`src/rtl/dmac_pkg.sv`:
```
package dmac_pkg;
  localparam int WORD_W = 32;
  typedef logic [WORD_W-1:0] word_t;

  // register word indices (byte offset / 4)
  localparam int IX_HOST = 0;
  localparam int IX_DEV  = 1;
  localparam int IX_CNT  = 2;
  localparam int IX_PTR  = 3;
  localparam int IX_CSR  = 4;
  localparam int IX_MODE = 5;

  // control/status bits
  localparam int CB_EN    = 0;
  localparam int CB_START = 1;
  localparam int CB_ABORT = 2;
  localparam int CB_DONE  = 3;
  localparam int CB_OFF   = 4;

  // mode bits
  localparam int MB_CHAIN = 0;
  localparam int MB_IRQ   = 1;
  localparam int MB_TODEV = 2;

  localparam int EOL_BIT = 1;

  localparam logic SPACE_HOST = 1'b0;
  localparam logic SPACE_DEV  = 1'b1;

  typedef enum logic [2:0] {
    ST_IDLE, ST_FETCH, ST_READ, ST_WRITE, ST_LINK
  } dmac_state_e;

  function automatic word_t rec_word_addr(word_t ptr, logic [1:0] idx);
    return {ptr[WORD_W-1:4], idx, 2'b00};
  endfunction

  function automatic word_t align4(word_t a);
    return {a[WORD_W-1:2], 2'b00};
  endfunction

  function automatic logic has_words(word_t cnt);
    return |cnt[WORD_W-1:2];
  endfunction

  function automatic logic is_eol(word_t ptr);
    return ptr[EOL_BIT];
  endfunction

  function automatic word_t csr_view(logic busy, logic done);
    word_t v;
    v = '0;
    v[CB_EN]   = busy;
    v[CB_DONE] = done;
    return v;
  endfunction
endpackage

```
`src/rtl/dmac_csr.sv`:
```
module dmac_csr
  import dmac_pkg::*;
(
  input  logic  clk_i,
  input  logic  rst_ni,
  input  logic  csr_we_i,
  input  logic  mode_we_i,
  input  word_t wdata_i,
  input  logic  busy_i,
  input  logic  fin_i,
  output logic  start_o,
  output logic  stop_o,
  output logic  clr_o,
  output logic  done_o,
  output logic  chain_o,
  output logic  irq_en_o,
  output logic  to_dev_o,
  output logic  irq_o
);
  logic [2:0] mode_q;
  logic       done_q;

  assign stop_o  = csr_we_i & (wdata_i[CB_ABORT] | (~wdata_i[CB_EN] & wdata_i[CB_OFF]));
  assign start_o = csr_we_i & wdata_i[CB_EN] & wdata_i[CB_START] & ~busy_i & ~stop_o;
  assign clr_o   = csr_we_i & wdata_i[CB_DONE];

  always_ff @(posedge clk_i) begin
    if (!rst_ni) begin
      mode_q <= '0;
      done_q <= 1'b0;
    end else begin
      if (mode_we_i) mode_q <= wdata_i[2:0];
      if (fin_i)      done_q <= 1'b1;
      else if (clr_o) done_q <= 1'b0;
    end
  end

  assign done_o   = done_q;
  assign chain_o  = mode_q[MB_CHAIN];
  assign irq_en_o = mode_q[MB_IRQ];
  assign to_dev_o = mode_q[MB_TODEV];
  assign irq_o    = done_q & mode_q[MB_IRQ];
endmodule

```
`src/rtl/dmac_engine.sv`:
```
module dmac_engine
  import dmac_pkg::*;
(
  input  logic       clk_i,
  input  logic       rst_ni,
  input  logic       start_i,
  input  logic       stop_i,
  input  logic       chain_i,
  input  logic       to_dev_i,
  input  logic       sw_we_i,
  input  logic [1:0] sw_sel_i,
  input  word_t      sw_wdata_i,
  input  logic       m_ready_i,
  input  word_t      m_rdata_i,
  output logic       busy_o,
  output logic       fin_o,
  output logic       beat_o,
  output logic       m_valid_o,
  output logic       m_write_o,
  output logic       m_space_o,
  output word_t      m_addr_o,
  output word_t      m_wdata_o,
  output word_t      host_addr_o,
  output word_t      dev_addr_o,
  output word_t      count_o,
  output word_t      dptr_o
);
  dmac_state_e st_q;
  logic [1:0]  idx_q;
  word_t       host_q, dev_q, cnt_q, dptr_q, data_q;
  logic        chain_q, to_dev_q;
  logic        hs, more;

  assign more = has_words(cnt_q);
  assign hs   = m_valid_o & m_ready_i;

  always_comb begin
    m_valid_o = 1'b0;
    m_write_o = 1'b0;
    m_space_o = SPACE_HOST;
    m_addr_o  = '0;
    unique case (st_q)
      ST_FETCH: begin
        m_valid_o = 1'b1;
        m_addr_o  = rec_word_addr(dptr_q, idx_q);
      end
      ST_READ: begin
        m_valid_o = more;
        m_space_o = to_dev_q ? SPACE_HOST : SPACE_DEV;
        m_addr_o  = align4(to_dev_q ? host_q : dev_q);
      end
      ST_WRITE: begin
        m_valid_o = 1'b1;
        m_write_o = 1'b1;
        m_space_o = to_dev_q ? SPACE_DEV : SPACE_HOST;
        m_addr_o  = align4(to_dev_q ? dev_q : host_q);
      end
      default: ;
    endcase
    if (stop_i) m_valid_o = 1'b0;
  end

  assign fin_o = ~stop_i &
    (((st_q == ST_IDLE) & start_i & chain_i & is_eol(dptr_q)) |
     ((st_q == ST_LINK) & (~chain_q | is_eol(dptr_q))));

  always_ff @(posedge clk_i) begin
    if (!rst_ni) begin
      st_q     <= ST_IDLE;
      idx_q    <= '0;
      host_q   <= '0;
      dev_q    <= '0;
      cnt_q    <= '0;
      dptr_q   <= '0;
      data_q   <= '0;
      chain_q  <= 1'b0;
      to_dev_q <= 1'b0;
    end else if (stop_i) begin
      st_q <= ST_IDLE;
    end else begin
      unique case (st_q)
        ST_IDLE: begin
          if (start_i) begin
            chain_q  <= chain_i;
            to_dev_q <= to_dev_i;
            idx_q    <= '0;
            if (!chain_i)                st_q <= ST_READ;
            else if (!is_eol(dptr_q))    st_q <= ST_FETCH;
          end else if (sw_we_i) begin
            unique case (sw_sel_i)
              2'd0: host_q <= sw_wdata_i;
              2'd1: dev_q  <= sw_wdata_i;
              2'd2: cnt_q  <= sw_wdata_i;
              default: dptr_q <= sw_wdata_i;
            endcase
          end
        end
        ST_FETCH: begin
          if (hs) begin
            idx_q <= idx_q + 2'd1;
            unique case (idx_q)
              2'd0: host_q <= m_rdata_i;
              2'd1: dev_q  <= m_rdata_i;
              2'd2: cnt_q  <= m_rdata_i;
              default: begin
                dptr_q <= m_rdata_i;
                st_q   <= ST_READ;
              end
            endcase
          end
        end
        ST_READ: begin
          if (!more) st_q <= ST_LINK;
          else if (hs) begin
            data_q <= m_rdata_i;
            st_q   <= ST_WRITE;
          end
        end
        ST_WRITE: begin
          if (hs) begin
            host_q <= host_q + 32'd4;
            dev_q  <= dev_q + 32'd4;
            cnt_q  <= cnt_q - 32'd4;
            st_q   <= ST_READ;
          end
        end
        default: begin
          idx_q <= '0;
          st_q  <= (!chain_q || is_eol(dptr_q)) ? ST_IDLE : ST_FETCH;
        end
      endcase
    end
  end

  assign busy_o      = (st_q != ST_IDLE);
  assign beat_o      = hs & m_write_o;
  assign m_wdata_o   = data_q;
  assign host_addr_o = host_q;
  assign dev_addr_o  = dev_q;
  assign count_o     = cnt_q;
  assign dptr_o      = dptr_q;
endmodule

```
`src/rtl/dmac_chain.sv`:
```
module dmac_chain
  import dmac_pkg::*;
#(
  parameter int RAW = 5
) (
  input  logic           clk_i,
  input  logic           rst_ni,
  input  logic           reg_we_i,
  input  logic [RAW-1:0] reg_addr_i,
  input  logic [31:0]    reg_wdata_i,
  output logic [31:0]    reg_rdata_o,
  output logic           irq_o,
  output logic           m_valid_o,
  output logic           m_write_o,
  output logic           m_space_o,
  output logic [31:0]    m_addr_o,
  output logic [31:0]    m_wdata_o,
  input  logic           m_ready_i,
  input  logic [31:0]    m_rdata_i
);
  localparam int SW = RAW - 2;

  logic [SW-1:0] sel_w;
  logic csr_we_w, mode_we_w, ptr_we_w;
  logic start_w, stop_w, clr_w, done_w, fin_w, busy_w, beat_w;
  logic chain_w, irq_en_w, to_dev_w;
  word_t host_w, dev_w, cnt_w, dptr_w;

  assign sel_w     = reg_addr_i[RAW-1:2];
  assign csr_we_w  = reg_we_i & (sel_w == SW'(IX_CSR));
  assign mode_we_w = reg_we_i & (sel_w == SW'(IX_MODE));
  assign ptr_we_w  = reg_we_i & (sel_w <= SW'(IX_PTR));

  dmac_csr u_csr (
    .clk_i(clk_i), .rst_ni(rst_ni),
    .csr_we_i(csr_we_w), .mode_we_i(mode_we_w), .wdata_i(reg_wdata_i),
    .busy_i(busy_w), .fin_i(fin_w),
    .start_o(start_w), .stop_o(stop_w), .clr_o(clr_w), .done_o(done_w),
    .chain_o(chain_w), .irq_en_o(irq_en_w), .to_dev_o(to_dev_w), .irq_o(irq_o)
  );

  dmac_engine u_eng (
    .clk_i(clk_i), .rst_ni(rst_ni),
    .start_i(start_w), .stop_i(stop_w), .chain_i(chain_w), .to_dev_i(to_dev_w),
    .sw_we_i(ptr_we_w), .sw_sel_i(sel_w[1:0]), .sw_wdata_i(reg_wdata_i),
    .m_ready_i(m_ready_i), .m_rdata_i(m_rdata_i),
    .busy_o(busy_w), .fin_o(fin_w), .beat_o(beat_w),
    .m_valid_o(m_valid_o), .m_write_o(m_write_o), .m_space_o(m_space_o),
    .m_addr_o(m_addr_o), .m_wdata_o(m_wdata_o),
    .host_addr_o(host_w), .dev_addr_o(dev_w), .count_o(cnt_w), .dptr_o(dptr_w)
  );

  always_comb begin
    case (sel_w)
      SW'(IX_HOST): reg_rdata_o = host_w;
      SW'(IX_DEV):  reg_rdata_o = dev_w;
      SW'(IX_CNT):  reg_rdata_o = cnt_w;
      SW'(IX_PTR):  reg_rdata_o = dptr_w;
      SW'(IX_CSR):  reg_rdata_o = csr_view(busy_w, done_w);
      SW'(IX_MODE): reg_rdata_o = {29'd0, to_dev_w, irq_en_w, chain_w};
      default:      reg_rdata_o = '0;
    endcase
  end
endmodule

```
`config.mk`:
```
export PLATFORM = sky130hd
export DESIGN_NAME = dmac_chain
export DESIGN_NICKNAME = d
export VERILOG_FILES = /design/src/rtl/dmac_pkg.sv /design/src/rtl/dmac_csr.sv /design/src/rtl/dmac_engine.sv /design/src/rtl/dmac_chain.sv
export SDC_FILE = /design/constraint.sdc
export NUM_CORES = 1
export LEC_CHECK = 0
export BUFFER_PORTS_ARGS = -buffer_cell sky130_fd_sc_hd__buf_2
export CORE_MARGIN = 3
export CORE_UTILIZATION = 60
export CTS_BUF_LIST = sky130_fd_sc_hd__clkbuf_2 sky130_fd_sc_hd__clkbuf_4 sky130_fd_sc_hd__clkbuf_8
export CTS_CLUSTER_SIZE = 16
export DETAILED_ROUTE_END_ITERATION = 10
export PLACE_DENSITY = 0.84
export SYNTH_ARGS = -nofsm -noshare
export SYNTH_HDL_FRONTEND = slang
export SYNTH_HIERARCHICAL = 1
export SYNTH_SLANG_ARGS = --single-unit
export TNS_END_PERCENT = 1
```
`constraint.sdc`:
```
create_clock -name clk_i -period 5.5 [get_ports clk_i]
set_clock_uncertainty 0.1 [all_clocks]
set_input_delay 0 -clock clk_i [delete_from_list [all_inputs] [get_ports clk_i]]
set_output_delay 0 -clock clk_i [all_outputs]
set_load 0.01 [all_outputs]
```
# Yosys cells after proc, flatten, opt, wreduce, memory -nomap -nowiden
# Index checks and enable logic that the tools add are counted.
totals:
  ram_bits: 0
  romBits: 0
  out_inout_bits: 100
  reg_bits: 171
  memories: 0
  inputBits: 73
  latch_bits: 0
classes:
  add_sub_neg: 4
  div_mod_pow: 0
  eq_ne: 28
  multipliers: 0
  n_shift: 0
  magnitude_cmp: 1
  n_reduce_logical: 24
  n_mux: 52
  n_bitwise: 26
ops:
  columns: ["operator", "n"]
  rows:
  - ["$mux W32", 25]
  - ["$pmux W32 S3", 4]
  - ["$pmux W32 S6", 1]
  - ["$add A32 B3 Y32 const B", 2]
  - ["$pmux W32 S2", 1]
  - ["$sub A32 B3 Y32 const B", 1]
  - ["$reduce_or A30 Y1", 1]
  - ["$mux W3", 8]
  - ["$reduce_and A8 Y1", 3]
  - ["$ne A2 B2 Y1 const B", 10]
  - ["$and A1 B1 Y1", 17]
  - ["$eq A3 B2 Y1 const B", 4]
  - ["$pmux W3 S4", 1]
  - ["$eq A3 B3 Y1 const B", 3]
  - ["$reduce_and A4 Y1", 2]
  - ["$mux W1", 7]
  - ["$reduce_and A7 Y1", 1]
  - ["$eq A3 B1 Y1 const B", 2]
  - ["$logic_not A3 Y1", 2]
  - ["$ne A2 B1 Y1 const B", 3]
  - ["$not A1 Y1", 6]
  - ["$pmux W2 S3", 1]
  - ["$reduce_and A6 Y1", 1]
  - ["$reduce_bool A3 Y1", 2]
  - ["other kinds (16)", 27]

# Depth between registers and ports, before layout
logic_depth:
  word_depth: 12
  depth_mapped: 13

# Modules after synthesis
# The synthesis kept the hierarchy.
by_module_without_submodules:
  columns: ["mod", "cells_per_inst", "n_inst", "area_each_um2"]
  rows:
  - ["dmac_engine", 1293, 1, 9643.0]
  - ["dmac_chain", 92, 1, 1073.5]
  - ["dmac_csr", 19, 1, 180.2]

# Least setup slack after synthesis
# OpenSTA, ideal clock, no wires.
synth_timing:
  kind: "reg2reg"
  start: "register u_eng.st_q[1]"
  end: "register u_eng.host_q[31], in the netlist u_eng/host_addr_o[31]"
  period_less_slack_ns: 2.556
  required_time_ns: 5.280
  stages_incl_launch_ff: 12
  t_arrival_ns: 2.337
  setup_ns: 0.120
  slack_ns: 2.944
  cell_sequence: "dfxtp_1 > buf_2 > nor3_1 > inv_1 > nand4b_1 > nor2_1 > nand2b_1 > a221oi_2 > and2_1 > clkbuf_1 > mux2_2 > o31a_1"
synth_lines:
  columns: ["item", "line_no", "rtl"]
  rows:
  - ["start: declaration", "dmac_engine.sv:28", "dmac_state_e st_q;"]
  - ["start signal: assignment", "dmac_engine.sv:129", "st_q <= (!chain_q || is_eol(dptr_q)) ? ST_IDLE : ST_FETCH;"]
  - ["$reduce_bool A3 Y1", "dmac_engine.sv:135", "assign busy_o = (st_q != ST_IDLE);"]
  - ["net busy_w", "dmac_chain.sv:25", "logic start_w, stop_w, clr_w, done_w, fin_w, busy_w, beat_w;"]
  - ["$not A1 Y1", "dmac_csr.sv:24", "assign start_o = csr_we_i & wdata_i[CB_EN] & wdata_i[CB_START] & ~busy_i & ~stop_o;"]
  - ["$and A1 B1 Y1 (2 in a row)", "dmac_csr.sv:24", null]
  - ["net start_w", "dmac_chain.sv:25", null]
  - ["$ne A2 B2 Y1 (no line)", null, null]
  - ["$reduce_and A8 Y1 (no line)", null, null]
  - ["end signal: assignment", "dmac_engine.sv:91", "2'd0: host_q <= sw_wdata_i;"]
  - ["end signal: assignment", "dmac_engine.sv:102", "2'd0: host_q <= m_rdata_i;"]
  - ["end signal: assignment", "dmac_engine.sv:121", "host_q <= host_q + 32'd4;"]
  - ["end: declaration", "dmac_engine.sv:30", "word_t host_q, dev_q, cnt_q, dptr_q, data_q;"]
# The timed path passes the listed nets, and every way through them passes these cells.
# A chain may end at the register's enable or synchronous reset.

# Worst setup path in the final report
layout_timing:
  start: "register u_eng.st_q[0]"
  end: "register u_eng.dptr_q[19], in the netlist u_eng/dptr_o[19]"
layout_lines:
  columns: ["item", "line_no", "rtl"]
  rows:
  - ["$reduce_bool A3 Y1", "dmac_engine.sv:135", null]
  - ["net busy_w", "dmac_chain.sv:25", null]
  - ["$not A1 Y1", "dmac_csr.sv:24", null]
  - ["$and A1 B1 Y1 (2 in a row)", "dmac_csr.sv:24", null]
  - ["net start_w", "dmac_chain.sv:25", null]
  - ["$ne A2 B2 Y1 (no line)", null, null]
  - ["$reduce_and A7 Y1 (no line)", null, null]
  - ["end signal: assignment", "dmac_engine.sv:94", "default: dptr_q <= sw_wdata_i;"]
  - ["end signal: assignment", "dmac_engine.sv:106", "dptr_q <= m_rdata_i;"]
  - ["end: declaration", "dmac_engine.sv:30", null]
# The timed path passes the listed nets, and every way through them passes these cells.

==> reports/qor.csv <==
stage;metric;value;unit
clock_network;CTS tree;done;
layout;n_diodes;0;
route;TritonRoute pass-1 iters;8;
die;die span in y;141;um
setup_path;crit path kind;reg2reg;
flow_run;max cap viols;0;
die;Rows;48;
route;via count;12547;
global_routing;first-pass GRT wire length;61.7;mm
timing;final hold viol count;0;
yosys;YS warnings;6;
clock_network;Sink Count;171;
yosys;Syn Inst Count;1403;
setup_path;crit end category;register;
placed_design;PortBufs;168;
timing;Least-Margin Pin Slew;1.28;ns
global_routing;initial antenna violation count;0;
layout;final net count;1657;
setup_path;worst stage delay on the critical path;1.09;ns
yosys;Synth Cell Area;10900;um2
timing;f_max;223;MHz
layout;area grow syn2layout;18.3;%
die;Ports;173;
setup_path;CP max-delay cell;and2_2;
route;# DRC;0;
layout;share of layout cells above drive strength 1;17.1;%
global_routing;vias in the first global route;11686;
clock_network;clock buffer depth;2;
clock_network;clock root cell;clkbuf_8;
die;Initial Utilization;62.1;%
setup_path;largest fanout on the critical path;64;
clock_network;CTS clk-pin slew, worst paths;0.11;ns
setup_path;worst endpoint data arrival time;4.82;ns
clock_network;postcts setup bufs;0;
setup_path;Critical Path Start Type;register;
route;DRT iter0 DRCs;1855;
worst_hold_path;Hold Path Origin;m_rdata_i[25];
timing;Final period util;81.7;%
setup_path;CP Launch Point;u_eng/st_q[0];
pwr;Leak;0.00524;uW
clock_network;clk_lat worst skew;0.48;ns
die;Die ar.;19800;um2
setup_path;worst reg-to-reg setup slack;1.01;ns
placed_design;HPWL after DPL;25.6;mm
die;Core ar.;17500;um2
timing;relative slew slack;14.8;%
clock_network;CTS H-tree lvls;4;
run_status;outcome;completed;
timing;RSZ-0062 raised after global routing;no;
route;antenna-violating nets left;0;
setup_path;FF-to-FF Start;u_eng/st_q[0];
pwr;peak supply drop;0.250;mV
setup_path;cells along the critical path;nor3_1 -> inv_1 -> nand4b_1 -> nor2_1 -> or3b_2 -> a211oi_1 -> and2_2 -> nor2_1 -> a311oi_1 -> dlygate4sd3_1;
route;Via density;6.92;
setup_path;Critical Path RT;5.83;ns
route;wirelength, routed;39.9;mm
timing;Setup TNS;0;ns
yosys;Avg Cell Area, Syn;7.76;um2
timing;Final Critical Period;4.49;ns
placed_design;global placement routability congestion;0.988;
global_routing;largest net degree at the start of global routing;96;
global_routing;All-Layer GR Usage;38.7;%
global_routing;GRT Residual Overflow;0;
setup_path;CP most frequent cell;nor2_1;
die;Die Width;141;um
pwr;pwr dens;355;nW/um2
clock_network;TritonCTS Buffers;17;
route;Avg WL per Cell;22.0;um
layout;Final Util;73.5;%
timing;Max Slew Vio Count;0;
timing;Finish-stage setup viols;0;
worst_hold_path;Hold WC Path Type;in2reg;
clock_network;cts repair resizes;0;
[cell usage in the layout (no fill, tap or decap), types with 15 or more instances in the layout]
cell	count
mux4_2	30
mux2i_1	76
a311oi_1	38
clkbuf_8	17
o31a_1	16
o21ai_0	127
dfxtp_1	171
nand2_1	253
a21oi_1	89
nand3_1	38
nor2b_1	36
nor2_1	107
buf_2	167
buf_4	20
dlygate4sd3_1	79
and3_1	15
nor3_1	37
nand4_1	17
a31oi_1	29
[flip-flops by register name, indices dropped and copies added (netlist names)]
name and cells:
u_eng/count_o 32, u_eng/chain_q 1, u_eng/dev_addr_o 32, u_eng/host_addr_o 32, u_csr/done_o 1, u_eng/m_wdata_o 32
u_eng/idx_q 2, u_eng/st_q 3, u_eng/to_dev_q 1, u_eng/dptr_o 32, u_csr/mode_q 3
[where the power goes]
part	leakage (uW)	internal [uW]	switching, uW
Combinational	0.00364	672	1200
Sequential	0.00139	1410	278
Clock	0.000216	469	539
[worst max-delay path, delay by kind of cell, from the launching register on]
| kind | cells | cell delay (ns) |
|---|---|---|
| flops | 1 | 0.85 |
| compound gates | 2 | 0.72 |
| simple gates | 6 | 2.04 |
| buf+inv | 2 | 0.71 |
[what timing repair did]
item,in CTS,in global routing
hold buffers,79,0
endpoints found under the setup margin,0,0
endpoints found under the hold margin,129,0
[path summary, 6_finish.rpt]
check,endpoint,cells past startpoint
worst min register to register,u_eng/m_wdata_o[1],2
worst max-delay path,u_eng/dptr_o[19],10
worst max register to register,u_eng/dptr_o[19],10
worst min-delay path,u_eng/m_wdata_o[25],4
[layer usage]
layer	global-route usage [%]	routed length [um]	vias to the layer above
met5	0	0	-
met4	17.6	1800	0
met3	12.4	6030	190
met2	59.3	17500	1055
met1	50.0	14600	5802
li1	-	-	5500
[layout make-up]
cell class	count	area, um2
tap	225	282
inverter	13	48.8
clock buffer	17	234
fill	1321	4650
timing repair buffer	266	1780
clock inverter	15	203
sequential	171	3420
multi-input combinational	1107	6920
[stage by stage]
stage / hold slack [ns] / instance area [um2] / total power (uW) / std cells / setup slack (ns)
after floorplan: 0.0188 / 10900 / 2850 / 1404 / 2.94
after global placement: 0.160 / 11700 / 3350 / 1703 / 1.92
after detailed placement: 0.174 / 11700 / 3400 / 1703 / 1.77
after CTS: 0.206 / 12900 / 4440 / 1814 / 1.19
after global routing: 0.245 / 12900 / 4730 / 1814 / 0.707
final: 0.237 / 12900 / 4570 / 1814 / 1.01
Power figures use the tool's default switching activity.
